<file path="src/rtl/tmr_evact_pkg.sv">
package tmr_evact_pkg;

  typedef enum logic [2:0] {
    A0_OFF    = 3'd0,
    A0_RETRIG = 3'd1,
    A0_CNTEV  = 3'd2,
    A0_START  = 3'd3,
    A0_INC    = 3'd4,
    A0_CNTLVL = 3'd5,
    A0_STAMP  = 3'd6,
    A0_FAULT  = 3'd7
  } act0_e;

  typedef enum logic [2:0] {
    A1_OFF    = 3'd0,
    A1_RETRIG = 3'd1,
    A1_DIR    = 3'd2,
    A1_STOP   = 3'd3,
    A1_DEC    = 3'd4,
    A1_RSVD   = 3'd5,
    A1_PWP    = 3'd6,
    A1_FAULT  = 3'd7
  } act1_e;

  typedef struct packed {
    logic restart;
    logic start;
    logic stop;
    logic inc;
    logic dec;
    logic step;
    logic down;
    logic stamp;
    logic pw_rise;
    logic pw_clr;
    logic pw_fall;
    logic fault;
  } cmd_t;

endpackage

</file>
<file path="src/rtl/tmr_evact_gate.sv">
module tmr_evact_gate (
  input  logic clk,
  input  logic rst_n,
  input  logic evt_i,
  input  logic inv_i,
  input  logic en_i,
  output logic lvl_o,
  output logic prv_o
);

  logic prv_q, prv_d;

  assign lvl_o = en_i & (evt_i ^ inv_i);

  always_comb begin
    prv_d = lvl_o;
  end

  always_ff @(posedge clk or negedge rst_n) begin
    if (!rst_n) prv_q <= 1'b0;
    else        prv_q <= prv_d;
  end

  assign prv_o = prv_q;

  p_disabled_quiet_r2: assert property (@(posedge clk) disable iff (!rst_n)
    !en_i |-> !lvl_o);

endmodule

</file>
<file path="src/rtl/tmr_evact_decode.sv">
module tmr_evact_decode
  import tmr_evact_pkg::*;
(
  input  logic        clk,
  input  logic        rst_n,
  input  logic [1:0]  lvl_i,
  input  logic [1:0]  prv_i,
  input  logic [2:0]  act0_i,
  input  logic [2:0]  act1_i,
  output cmd_t        cmd_o
);

  logic [1:0] rise, fall;
  act0_e      a0;
  act1_e      a1;
  logic       own0;

  assign rise = lvl_i & ~prv_i;
  assign fall = ~lvl_i & prv_i;
  assign a0   = act0_e'(act0_i);
  assign a1   = act1_e'(act1_i);

  always_comb begin
    cmd_o = '0;
    cmd_o.restart = rise[0] & (a0 == A0_RETRIG);
    cmd_o.start   = rise[0] & (a0 == A0_START);
    cmd_o.inc     = rise[0] & (a0 == A0_INC);
    cmd_o.stamp   = rise[0] & (a0 == A0_STAMP);
    own0 = cmd_o.restart | cmd_o.start | cmd_o.inc;
    // line 1 counter updates yield to line 0
    cmd_o.restart = cmd_o.restart | (rise[1] & (a1 == A1_RETRIG) & !own0);
    cmd_o.stop    = rise[1] & (a1 == A1_STOP) & !own0;
    cmd_o.dec     = rise[1] & (a1 == A1_DEC)  & !own0;
    cmd_o.pw_rise = rise[1] & (a1 == A1_PWP);
    cmd_o.pw_clr  = cmd_o.pw_rise & !own0;
    cmd_o.pw_fall = fall[1] & (a1 == A1_PWP);
    cmd_o.down    = lvl_i[1] & (a1 == A1_DIR);
    cmd_o.fault   = (rise[0] & (a0 == A0_FAULT)) | (rise[1] & (a1 == A1_FAULT));
    case (a0)
      A0_CNTEV:  cmd_o.step = rise[0];
      A0_CNTLVL: cmd_o.step = lvl_i[0];
      default:   cmd_o.step = 1'b1;
    endcase
  end

  p_line0_wins_r13: assert property (@(posedge clk) disable iff (!rst_n)
    (rise[0] && rise[1] && (a0 == A0_RETRIG) && (a1 == A1_STOP)) |-> !cmd_o.stop);

  p_reserved_off_r13: assert property (@(posedge clk) disable iff (!rst_n)
    (a1 == A1_RSVD) |-> !(cmd_o.stop || cmd_o.dec || cmd_o.pw_rise || cmd_o.down));

endmodule

</file>
<file path="src/rtl/tmr_evact_core.sv">
module tmr_evact_core
  import tmr_evact_pkg::*;
#(
  parameter int CNT_W = 16
) (
  input  logic             clk,
  input  logic             rst_n,
  input  cmd_t             cmd_i,
  input  logic [CNT_W-1:0] period_i,
  output logic [CNT_W-1:0] count_o,
  output logic [CNT_W-1:0] cap0_o,
  output logic [CNT_W-1:0] cap1_o,
  output logic             fault_o
);

  localparam logic [CNT_W-1:0] ZERO = '0;
  localparam logic [CNT_W-1:0] ONE  = CNT_W'(1);

  logic [CNT_W-1:0] cnt_q, cnt_d, cap0_q, cap0_d, cap1_q, cap1_d;
  logic [CNT_W-1:0] cnt_up, cnt_dn;
  logic             run_q, run_d, flt_q, flt_d;

  assign cnt_up = (cnt_q == period_i) ? ZERO : cnt_q + ONE;
  assign cnt_dn = (cnt_q == ZERO) ? period_i : cnt_q - ONE;

  always_comb begin
    cnt_d  = cnt_q;
    run_d  = run_q;
    cap0_d = cap0_q;
    cap1_d = cap1_q;
    flt_d  = flt_q;
    if (!flt_q) begin
      if (cmd_i.fault) begin
        flt_d = 1'b1;
        run_d = 1'b0;
      end else begin
        if (cmd_i.stamp)        cap0_d = cnt_q;
        else if (cmd_i.pw_fall) cap0_d = cnt_q;
        if (cmd_i.pw_rise)      cap1_d = cnt_q;
        if (cmd_i.restart) begin
          cnt_d = cmd_i.down ? period_i : ZERO;
          run_d = 1'b1;
        end else if (cmd_i.start) begin
          run_d = 1'b1;
        end else if (cmd_i.inc) begin
          cnt_d = cnt_up;
        end else if (cmd_i.stop) begin
          run_d = 1'b0;
        end else if (cmd_i.dec) begin
          cnt_d = cnt_dn;
        end else if (cmd_i.pw_clr) begin
          cnt_d = ZERO;
          run_d = 1'b1;
        end else if (run_q && cmd_i.step) begin
          cnt_d = cmd_i.down ? cnt_dn : cnt_up;
        end
      end
    end
  end

  always_ff @(posedge clk or negedge rst_n) begin
    if (!rst_n) begin
      cnt_q  <= '0;
      run_q  <= 1'b0;
      cap0_q <= '0;
      cap1_q <= '0;
      flt_q  <= 1'b0;
    end else begin
      cnt_q  <= cnt_d;
      run_q  <= run_d;
      cap0_q <= cap0_d;
      cap1_q <= cap1_d;
      flt_q  <= flt_d;
    end
  end

  assign count_o = cnt_q;
  assign cap0_o  = cap0_q;
  assign cap1_o  = cap1_q;
  assign fault_o = flt_q;

  p_fault_sticky_r12: assert property (@(posedge clk) disable iff (!rst_n)
    flt_q |=> flt_q);

  p_fault_freeze_r12: assert property (@(posedge clk) disable iff (!rst_n)
    flt_q |=> ($stable(cnt_q) && $stable(cap0_q) && $stable(cap1_q) && !run_q));

  p_stop_hold_r6: assert property (@(posedge clk) disable iff (!rst_n)
    (cmd_i.stop && !flt_q && !cmd_i.fault) |=> (!run_q && $stable(cnt_q)));

  p_stamp_copy_r10: assert property (@(posedge clk) disable iff (!rst_n)
    (cmd_i.stamp && !flt_q && !cmd_i.fault) |=> (cap0_q == $past(cnt_q)));

  p_count_bound_r4: assert property (@(posedge clk) disable iff (!rst_n)
    (run_q && !flt_q && (cnt_q == period_i) && $stable(period_i) && cmd_i.step &&
     !cmd_i.down && !cmd_i.restart && !cmd_i.start && !cmd_i.inc && !cmd_i.stop &&
     !cmd_i.dec && !cmd_i.pw_clr && !cmd_i.fault) |=> (cnt_q == ZERO));

endmodule

</file>
<file path="src/rtl/tmr_evact_unit.sv">
module tmr_evact_unit
  import tmr_evact_pkg::*;
#(
  parameter int CNT_W = 16
) (
  input  logic             clk,
  input  logic             rst_n,
  input  logic [1:0]       evt_i,
  input  logic [2:0]       act0_i,
  input  logic [2:0]       act1_i,
  input  logic [1:0]       inv_i,
  input  logic [1:0]       en_i,
  input  logic [CNT_W-1:0] period_i,
  output logic [CNT_W-1:0] count_o,
  output logic [CNT_W-1:0] cap0_o,
  output logic [CNT_W-1:0] cap1_o,
  output logic             fault_o
);

  localparam int NLINE = 2;

  logic [1:0]       rst_sync_q;
  logic             rst_int_n;
  logic [NLINE-1:0] lvl, prv;
  cmd_t             cmd;

  always_ff @(posedge clk or negedge rst_n) begin
    if (!rst_n) rst_sync_q <= 2'b00;
    else        rst_sync_q <= {rst_sync_q[0], 1'b1};
  end
  assign rst_int_n = rst_sync_q[1];

  for (genvar g = 0; g < NLINE; g++) begin : g_line
    tmr_evact_gate u_gate (
      .clk   (clk),
      .rst_n (rst_int_n),
      .evt_i (evt_i[g]),
      .inv_i (inv_i[g]),
      .en_i  (en_i[g]),
      .lvl_o (lvl[g]),
      .prv_o (prv[g])
    );
  end

  tmr_evact_decode u_dec (
    .clk    (clk),
    .rst_n  (rst_int_n),
    .lvl_i  (lvl),
    .prv_i  (prv),
    .act0_i (act0_i),
    .act1_i (act1_i),
    .cmd_o  (cmd)
  );

  tmr_evact_core #(.CNT_W(CNT_W)) u_core (
    .clk      (clk),
    .rst_n    (rst_int_n),
    .cmd_i    (cmd),
    .period_i (period_i),
    .count_o  (count_o),
    .cap0_o   (cap0_o),
    .cap1_o   (cap1_o),
    .fault_o  (fault_o)
  );

endmodule

</file>
<file path="config.mk">
export PLATFORM = sky130hd
export DESIGN_NAME = tmr_evact_unit
export DESIGN_NICKNAME = d
export VERILOG_FILES = /design/src/rtl/tmr_evact_pkg.sv /design/src/rtl/tmr_evact_gate.sv /design/src/rtl/tmr_evact_decode.sv /design/src/rtl/tmr_evact_core.sv /design/src/rtl/tmr_evact_unit.sv
export SDC_FILE = /design/constraint.sdc
export NUM_CORES = 1
export LEC_CHECK = 0
export ABC_AREA = 1
export ABC_CLOCK_PERIOD_IN_PS = 3700
export BUFFER_PORTS_ARGS = -buffer_cell sky130_fd_sc_hd__buf_4
export CORE_ASPECT_RATIO = 1.1
export CORE_MARGIN = 2
export CORE_UTILIZATION = 25
export CTS_CLUSTER_SIZE = 16
export DETAILED_ROUTE_END_ITERATION = 16
export PLACE_DENSITY_LB_ADDON = 0.3
export SETUP_SLACK_MARGIN = 0.3
export SLEW_MARGIN = 5
export SYNTH_ARGS = -nofsm -noshare
export SYNTH_HDL_FRONTEND = slang
export SYNTH_SLANG_ARGS = --single-unit
</file>
<file path="constraint.sdc">
create_clock -name clk -period 3.7 [get_ports clk]
set_input_delay 0.555 -clock clk [delete_from_list [all_inputs] [get_ports clk]]
set_output_delay 0.555 -clock clk [all_outputs]
set_load 0.02 [all_outputs]
</file>
==> Yosys cells after proc, flatten, opt, wreduce, memory -nomap -nowiden <==
Index checks and enable logic that the tools add are counted.
{ "word_totals": {"output_inout_bits": 49, "inputBits": 30, "register_bits": 54, "wordCells": 91} }
{ "op_classes": {"bitwise": 30, "n_eq_ne": 18, "n_reduce_logical": 10, "add_sub_neg": 2, "n_mux": 23} }
{ "op_table": {"columns": ["op", "count"], "rows": [
  ["$mux W16", 13],
  ["$eq A3 B3 Y1 const B", 7],
  ["$and A1 B1 Y1", 18],
  ["$add A16 B1 Y16 const B", 1],
  ["$eq A16 B16 Y1", 1],
  ["$logic_not A16 Y1", 1],
  ["$sub A16 B1 Y16 const B", 1],
  ["$eq A3 B2 Y1 const B", 4],
  ["$reduce_bool A5 Y1", 2],
  ["$mux W1", 9],
  ["$eq A3 B1 Y1 const B", 2],
  ["$reduce_and A3 Y1", 2],
  ["$ne A5 B2 Y1 const B", 1],
  ["$reduce_and A5 Y1", 1],
  ["$and A2 B2 Y2", 2],
  ["$ne A4 B2 Y1 const B", 1],
  ["$not A2 Y2", 2],
  ["$or A1 B1 Y1", 4],
  ["$reduce_and A4 Y1", 1],
  ["$ne A3 B2 Y1 const B", 1],
  ["$ne A2 B1 Y1 const B", 1],
  ["$not A1 Y1", 2],
  ["$pmux W1 S2", 1],
  ["$reduce_bool A2 Y1", 1],
  ["other kinds (3)", 4]
]} }

==> Longest topological paths before layout <==
{ "depth": {"word_depth": 15, "depth_mapped": 14, "depth_no_buf": 14} }

==> By module <==
A second synthesis with hierarchy kept.
{ "hier_totals": {"cells_unflattened": 627, "hier_area_um2": 4119.0} }
{ "by_module_without_submodules": {"columns": ["mod", "area_each_um2", "n_inst", "seq_area_each_um2", "cells_per_inst"], "rows": [
  ["tmr_evact_core", 3744.8, 1, 1251.2, 568],
  ["tmr_evact_decode", 240.2, 1, 0.0, 46],
  ["tmr_evact_gate", 40.0, 2, 25.0, 5],
  ["tmr_evact_unit", 53.8, 1, 50.0, 3]
]} }

==> Least setup slack after synthesis <==
OpenSTA, ideal clock, no wires.
{ "synth_timing": {"kind": "input port to flip-flop", "start": "input port evt_i[0]", "end": "register u_core.cnt_q[15] (netlist: u_core.count_o[15])", "setup_ns": 0.117, "path_buffers": 1, "required_time_ns": 3.583, "arrival_time_ns": 1.753, "setup_slack_ns": 1.831, "stages": 13, "path_cell_list": "nand2_1 -> nand2_1 -> nor3_4 -> o21ai_2 -> nand2_2 -> nand2_4 -> nor2_8 -> nand2_4 -> nand3_4 -> inv_4 -> buf_6 -> nand2_2 -> nand2_1"} }
{ "synth_between": {"elab_chain_cells": 14, "elab_cells_between_ends": 29, "cone_classes": "2 x eq/ne; 7 x mux; 16 x bitwise; 4 x reduce/logical"} }
{ "synth_lines": {"columns": ["element", "line_no", "rtl"], "rows": [
  ["start: declaration", "tmr_evact_unit.sv:8", "input logic [1:0] evt_i,"],
  ["$xor A1 B1 Y1 (*)", "tmr_evact_gate.sv:13", "assign lvl_o = en_i & (evt_i ^ inv_i);"],
  ["$and A1 B1 Y1 (*)", "tmr_evact_gate.sv:13", null],
  ["$and A2 B2 Y2", "tmr_evact_decode.sv:18", "assign rise = lvl_i & ~prv_i;"],
  ["$and A1 B1 Y1, on equally long branches", "tmr_evact_decode.sv:25, tmr_evact_decode.sv:26", null],
  ["$or A1 B1 Y1 (2 in a row)", "tmr_evact_decode.sv:29", "own0 = cmd_o.restart | cmd_o.start | cmd_o.inc;"],
  ["$logic_not A1 Y1", null, null],
  ["$and A1 B1 Y1", "tmr_evact_decode.sv:35", "cmd_o.pw_clr = cmd_o.pw_rise & !own0;"],
  ["$mux W16", "tmr_evact_core.sv:51", "end else if (cmd_i.pw_clr) begin"],
  ["$mux W16", "tmr_evact_core.sv:49", "end else if (cmd_i.dec) begin"],
  ["$mux W16", "tmr_evact_core.sv:47", "end else if (cmd_i.stop) begin"],
  ["$mux W16", "tmr_evact_core.sv:45", "end else if (cmd_i.inc) begin"],
  ["$mux W16", "tmr_evact_core.sv:43", "end else if (cmd_i.start) begin"],
  ["$mux W16", "tmr_evact_core.sv:40", "if (cmd_i.restart) begin"],
  ["end signal: assignment", "tmr_evact_core.sv:69", "cnt_q <= cnt_d;"],
  ["end: declaration", "tmr_evact_core.sv:19", "logic [CNT_W-1:0] cnt_q, cnt_d, cap0_q, cap0_d, cap1_q, cap1_d;"]
]} }
Every way passes the cells marked *; elsewhere a longest branch is shown, timed or not. The select of a mux whose other input is x is not followed.
A chain may end at the register's enable or synchronous reset.

==> Worst setup path after layout <==
{ "layout_timing": {"start": "register u_core.cnt_q[1] (netlist: u_core.count_o[1])", "end": "register u_core.cnt_q[3] (netlist: u_core.count_o[3])"} }
{ "layout_between": {"elab_chain_cells": 10, "elab_cells_between_ends": 14, "cone_classes": "2 x add/sub; 1 x eq/ne; 10 x mux; 1 x reduce/logical"} }
{ "layout_lines": {"columns": ["element", "line_no", "rtl"], "rows": [
  ["$add A16 B1 Y16 (tied with other cells)", "tmr_evact_core.sv:23", "assign cnt_up = (cnt_q == period_i) ? ZERO : cnt_q + ONE;"],
  ["$mux W16, on equally long branches", "tmr_evact_core.sv:23, tmr_evact_core.sv:24", null],
  ["$mux W16", "tmr_evact_core.sv:55", "cnt_d = cmd_i.down ? cnt_dn : cnt_up;"],
  ["$mux W16", "tmr_evact_core.sv:54", "end else if (run_q && cmd_i.step) begin"],
  ["$mux W16", "tmr_evact_core.sv:51", null],
  ["$mux W16", "tmr_evact_core.sv:49", null],
  ["$mux W16", "tmr_evact_core.sv:47", null],
  ["$mux W16 (*)", "tmr_evact_core.sv:45", null],
  ["$mux W16 (*)", "tmr_evact_core.sv:43", null],
  ["$mux W16 (*)", "tmr_evact_core.sv:40", null]
]} }
Marked as above.

==> summary by stage <==
Placed design
The number of buffer cells added on primary ports is between 70 and 80. The number of placed cells counting well taps is about 870. At the end of routability-driven placement, the weighted congestion stood at 0.941. Detailed placement ended at an HPWL of 9.78 mm.

Global routing
Entering global routing, the biggest net connects 33 pins. The remaining global-route overflow is 0. The global-route total usage across every layer is roughly 15%.

The number of antenna violations at the first check in global routing is 0. The number of global-route vias before repair is between 3000 and 4000. The first global-routing pass estimated 20.6 mm of wire.

Logic synthesis
The main combinational cell family by area after synthesis is simple AND/OR/NAND/NOR gates. The cell count after synthesis came out at 619. The area share of fa/ha/maj cells after synthesis is less than 1%.

During synthesis, Yosys emitted a total of 0 warnings. Summing every instance area after synthesis gives 4040 um^2. Synthesis produced a netlist with a net count of 652. The compound-gate portion of the synthesized area is between 7 and 8%. The synthesized area per cell is 6.52 um^2. The sequential area share after synthesis is 33.5%.

The area share of xor/xnor cells in the synthesized design is between 5 and 6%. After synthesis, the share of cell area in mux cells is 0%. Yosys mapped the design onto 35 distinct sky130hd cell types.

The count of state elements after synthesis is 54. Summing the areas of all and, or, nand and nor instances in the mapped netlist gives roughly 44% of the synthesized area.

Floorplanning
The starting density of the core is between 20% and 30%. During I/O placement, the number of pins put on the boundary was between 70 and 80. The core area is ~16000 um^2. The die width is 125 um. The number of placement rows is 48. The vertical die dimension is 137 um. The die area is 17200 um^2.

Cells and area
0 antenna diodes ended up in the layout. The post-route netlist has between 10% and 20% of its cells at a drive strength greater than 1. The net total in the final layout is between 700 and 800. The library cells used most frequently in the layout, excluding fill and tap cells, are sky130_fd_sc_hd__nand2_1, sky130_fd_sc_hd__buf_4, sky130_fd_sc_hd__nand3_1, sky130_fd_sc_hd__nor2_1, sky130_fd_sc_hd__dfrtp_1.

The most common library cell in the layout ignoring fill and taps is sky130_fd_sc_hd__nand2_1. The area growth from synthesis to layout is 22.1%. After the flow finishes, the layout carries non-filler instances totaling between 800 and 900.

Clock tree
The number of H-tree levels is 2. The post-cts resize count is 0. Counting along the longest clock path gives a buffer depth of 2.

The number of buffers inserted to repair setup after CTS is 0. Buffers inserted during clock tree synthesis total 5. The clock-pin slew reported for the worst setup and hold paths after clock tree synthesis is roughly 80 ps. TritonCTS built the clock tree.

The root cell of the clock tree is sky130_fd_sc_hd__clkbuf_16. The number of buffers added to fix hold violations after cts is 0. The clock latency on the worst-skew pair is just over 300 ps. The CTS sink count is 54.

Setup path
The source of the worst register-to-register timing path is u_core.count_o[1]. Traced cell by cell, the critical path runs through inv_1, ha_1, nand2_1, nor2_1, nand2_1, clkinv_1, o21ai_0, nand3_1, nand3_1, nand2_1, nand2_1, nand2_1. The critical path class is flop to flop. STA classifies the critical path startpoint as a flop.

On the critical path, the stage with the largest delay is an instance of sky130_fd_sc_hd__dfrtp_1. Together, buffers and inverters on the worst path number 2. The largest stage delay on the critical path is around 500 ps.

The most repeated library cell on the critical path is sky130_fd_sc_hd__nand2_1. The endpoint class of the critical path is a flop. The critical path starts at u_core.count_o[1]. At the worst endpoint, the arrival time is roughly 2700 ps. The family with the most delay on the worst path is simple AND/OR/NAND/NOR gates. The required time at the endpoint of the critical path is between 3000 and 4000 ps.

In this run the worst path has a maximum fanout of 12.

Timing
Timing would allow up to 0.405 GHz. Measured against its own limit, the worst slew margin works out to between 30% and 40%. The final critical delay including setup and external delays is 2470 ps. For the final database, setup skew stands at 9.03 ps. Setup repair after global routing left no endpoint under its margin. The total negative slack for setup checks is 0 ps. At the pin with the least slew margin, the transition time is 977 ps. The max-slew violation total from the final report was 0. The final hold violation count is 0. The share of the clock period used by the worst path is roughly 67%.

The final count of negative-setup-slack endpoints is 0.

Power
The analysis attributes to net switching a power of roughly 1.6 mW. Net switching is around half of the power. Combinational logic burns 53.7% of the power. In this run the static leakage power is about 2.6 nW.

The internal portion of total power is 1.75 mW. VDD sags by at most approximately 220 uV. For this design the ratio of total power to cell area is a little under 700 nW/um^2.

The design draws 3.40 mW. The share of power burned in the clock network is about 17%. The share of total power in sequential cells is 29.3%.

Detailed routing
The first detailed-routing pass ran for 4 iterations. The detail route stage leaves a number of antenna-violating nets equal to 0. The number of DRC markers after the initial detailed-route iteration is approximately 290. The total wirelength of the detailed-routed design is between 10 and 15 mm. Using the TritonRoute via totals, the vias-per-cell ratio works out to 4.60. The via count of the routed design is 4061. After detailed routing, the number of remaining DRC violations is 0. The routed length per placed instance is between 10 and 15 um.

Run
The total of max-cap violations is 0.

Hold path
The type of the most critical hold path is input pin to async pin.

Outcome
The run finished with clean final reports.
[path summary, 6_finish.rpt]
check / end / cells after the start / slack [ps]
worst min register to register: g_line[0].u_gate.prv_o / 0 / 280
max in group asynchronous: u_core.cap1_o[3] / 1 / 2610
worst max register to register: u_core.count_o[3] / 12 / 1230
worst min-delay path: rst_sync_q[1] / 1 / 9
worst max-delay path: u_core.count_o[3] / 12 / 1230
min in group clk: rst_sync_q[1] / 0 / 360
[power by group through the flow]
stage          clock network (mW)  logic [mW]  registers [mW]
2_1_floorplan                   0        1.13            1.08
3_3_place_gp                    0        1.82            1.01
3_5_place_dp                    0        1.83            1.01
4_1_cts                     0.592        1.83           0.998
5_1_grt                     0.605        2.05            1.03
6_report                    0.579        1.83           0.996
[registers in the layout (all words and copies together) (netlist names)]
name	flops
u_core.cap1_o	16
u_core.fault_o	1
u_core.run_q	1
g_line.u_gate.prv_o	2
u_core.cap0_o	16
u_core.count_o	16
rst_sync_q	2
[cell usage after synthesis]
master | count | area share [%]
sky130_fd_sc_hd__o21ai_1 | 5 | 0.62
sky130_fd_sc_hd__nor3_1 | 4 | 0.50
sky130_fd_sc_hd__buf_6 | 1 | 0.28
sky130_fd_sc_hd__a21oi_1 | 5 | 0.62
sky130_fd_sc_hd__ha_1 | 3 | 0.93
sky130_fd_sc_hd__clkbuf_1 | 7 | 0.65
sky130_fd_sc_hd__o21ai_2 | 2 | 0.43
sky130_fd_sc_hd__nand2_1 | 202 | 19
sky130_fd_sc_hd__nand4_1 | 10 | 1.5
sky130_fd_sc_hd__inv_4 | 1 | 0.15
sky130_fd_sc_hd__clkinv_1 | 1 | 0.093
sky130_fd_sc_hd__inv_2 | 3 | 0.28
sky130_fd_sc_hd__nor2_4 | 2 | 0.56
sky130_fd_sc_hd__or2_0 | 1 | 0.15
sky130_fd_sc_hd__buf_4 | 9 | 1.7
sky130_fd_sc_hd__nand3_2 | 2 | 0.50
sky130_fd_sc_hd__conb_1 | 1 | 0.093
sky130_fd_sc_hd__or2_2 | 2 | 0.31
sky130_fd_sc_hd__nor2_1 | 72 | 6.7
sky130_fd_sc_hd__xor2_1 | 23 | 5.0
sky130_fd_sc_hd__nand3b_1 | 1 | 0.19
sky130_fd_sc_hd__nor2_8 | 1 | 0.50
sky130_fd_sc_hd__xnor2_1 | 1 | 0.22
sky130_fd_sc_hd__nand3_4 | 1 | 0.43
sky130_fd_sc_hd__nor2_2 | 3 | 0.46
sky130_fd_sc_hd__inv_1 | 48 | 4.5
sky130_fd_sc_hd__o31ai_1 | 1 | 0.19
sky130_fd_sc_hd__nand2_4 | 2 | 0.56
sky130_fd_sc_hd__nand2_2 | 14 | 2.2
sky130_fd_sc_hd__nor3_4 | 2 | 0.81
sky130_fd_sc_hd__o21ai_0 | 43 | 5.3
sky130_fd_sc_hd__buf_2 | 11 | 1.4
sky130_fd_sc_hd__dfrtp_1 | 54 | 33
sky130_fd_sc_hd__clkbuf_2 | 1 | 0.12
sky130_fd_sc_hd__nand3_1 | 80 | 9.9
[routing by layer]
layer,part of all wire (%),track usage (%),up-vias
met1,47,20.6,1851
met2,45,24.6,115
li1,-,-,2079
met5,0,0,-
met3,6.0,2.56,16
met4,1.4,3.95,0
[logic make-up after synthesis]
| logic type | count (synthesis) |
|---|---|
| adders and majority gates | 3 |
| AOI/OAI and AO/OA | 56 |
| and+or+nand+nor | 399 |
| other | 1 |
| buffers and inverters | 82 |
| DFF | 54 |
| xor gates and xnor gates | 24 |
[cell type report]
class	count	area (um^2)
Clock buffer	5	125
Clock inverter	3	48.8
Fill cell	1758	10800
Inverter	53	201
Multi-Input combinational cell	483	2320
Sequential cell	54	1350
Tap cell	200	250
Timing Repair Buffer	84	631
[per-stage QoR]
step	area [um^2]	utilization, %	hold slack (ps)	worst slack [ps]
6_report	4930	31.3	9.01	1230
5_1_grt	4930	31.3	4.72	1000
4_1_cts	4930	31.3	4.58	1220
3_5_place_dp	4760	30.2	301	1140
3_3_place_gp	4760	30.2	289	1170
2_1_floorplan	4040	-	259	1830
(Power assumes the default switching activity.)
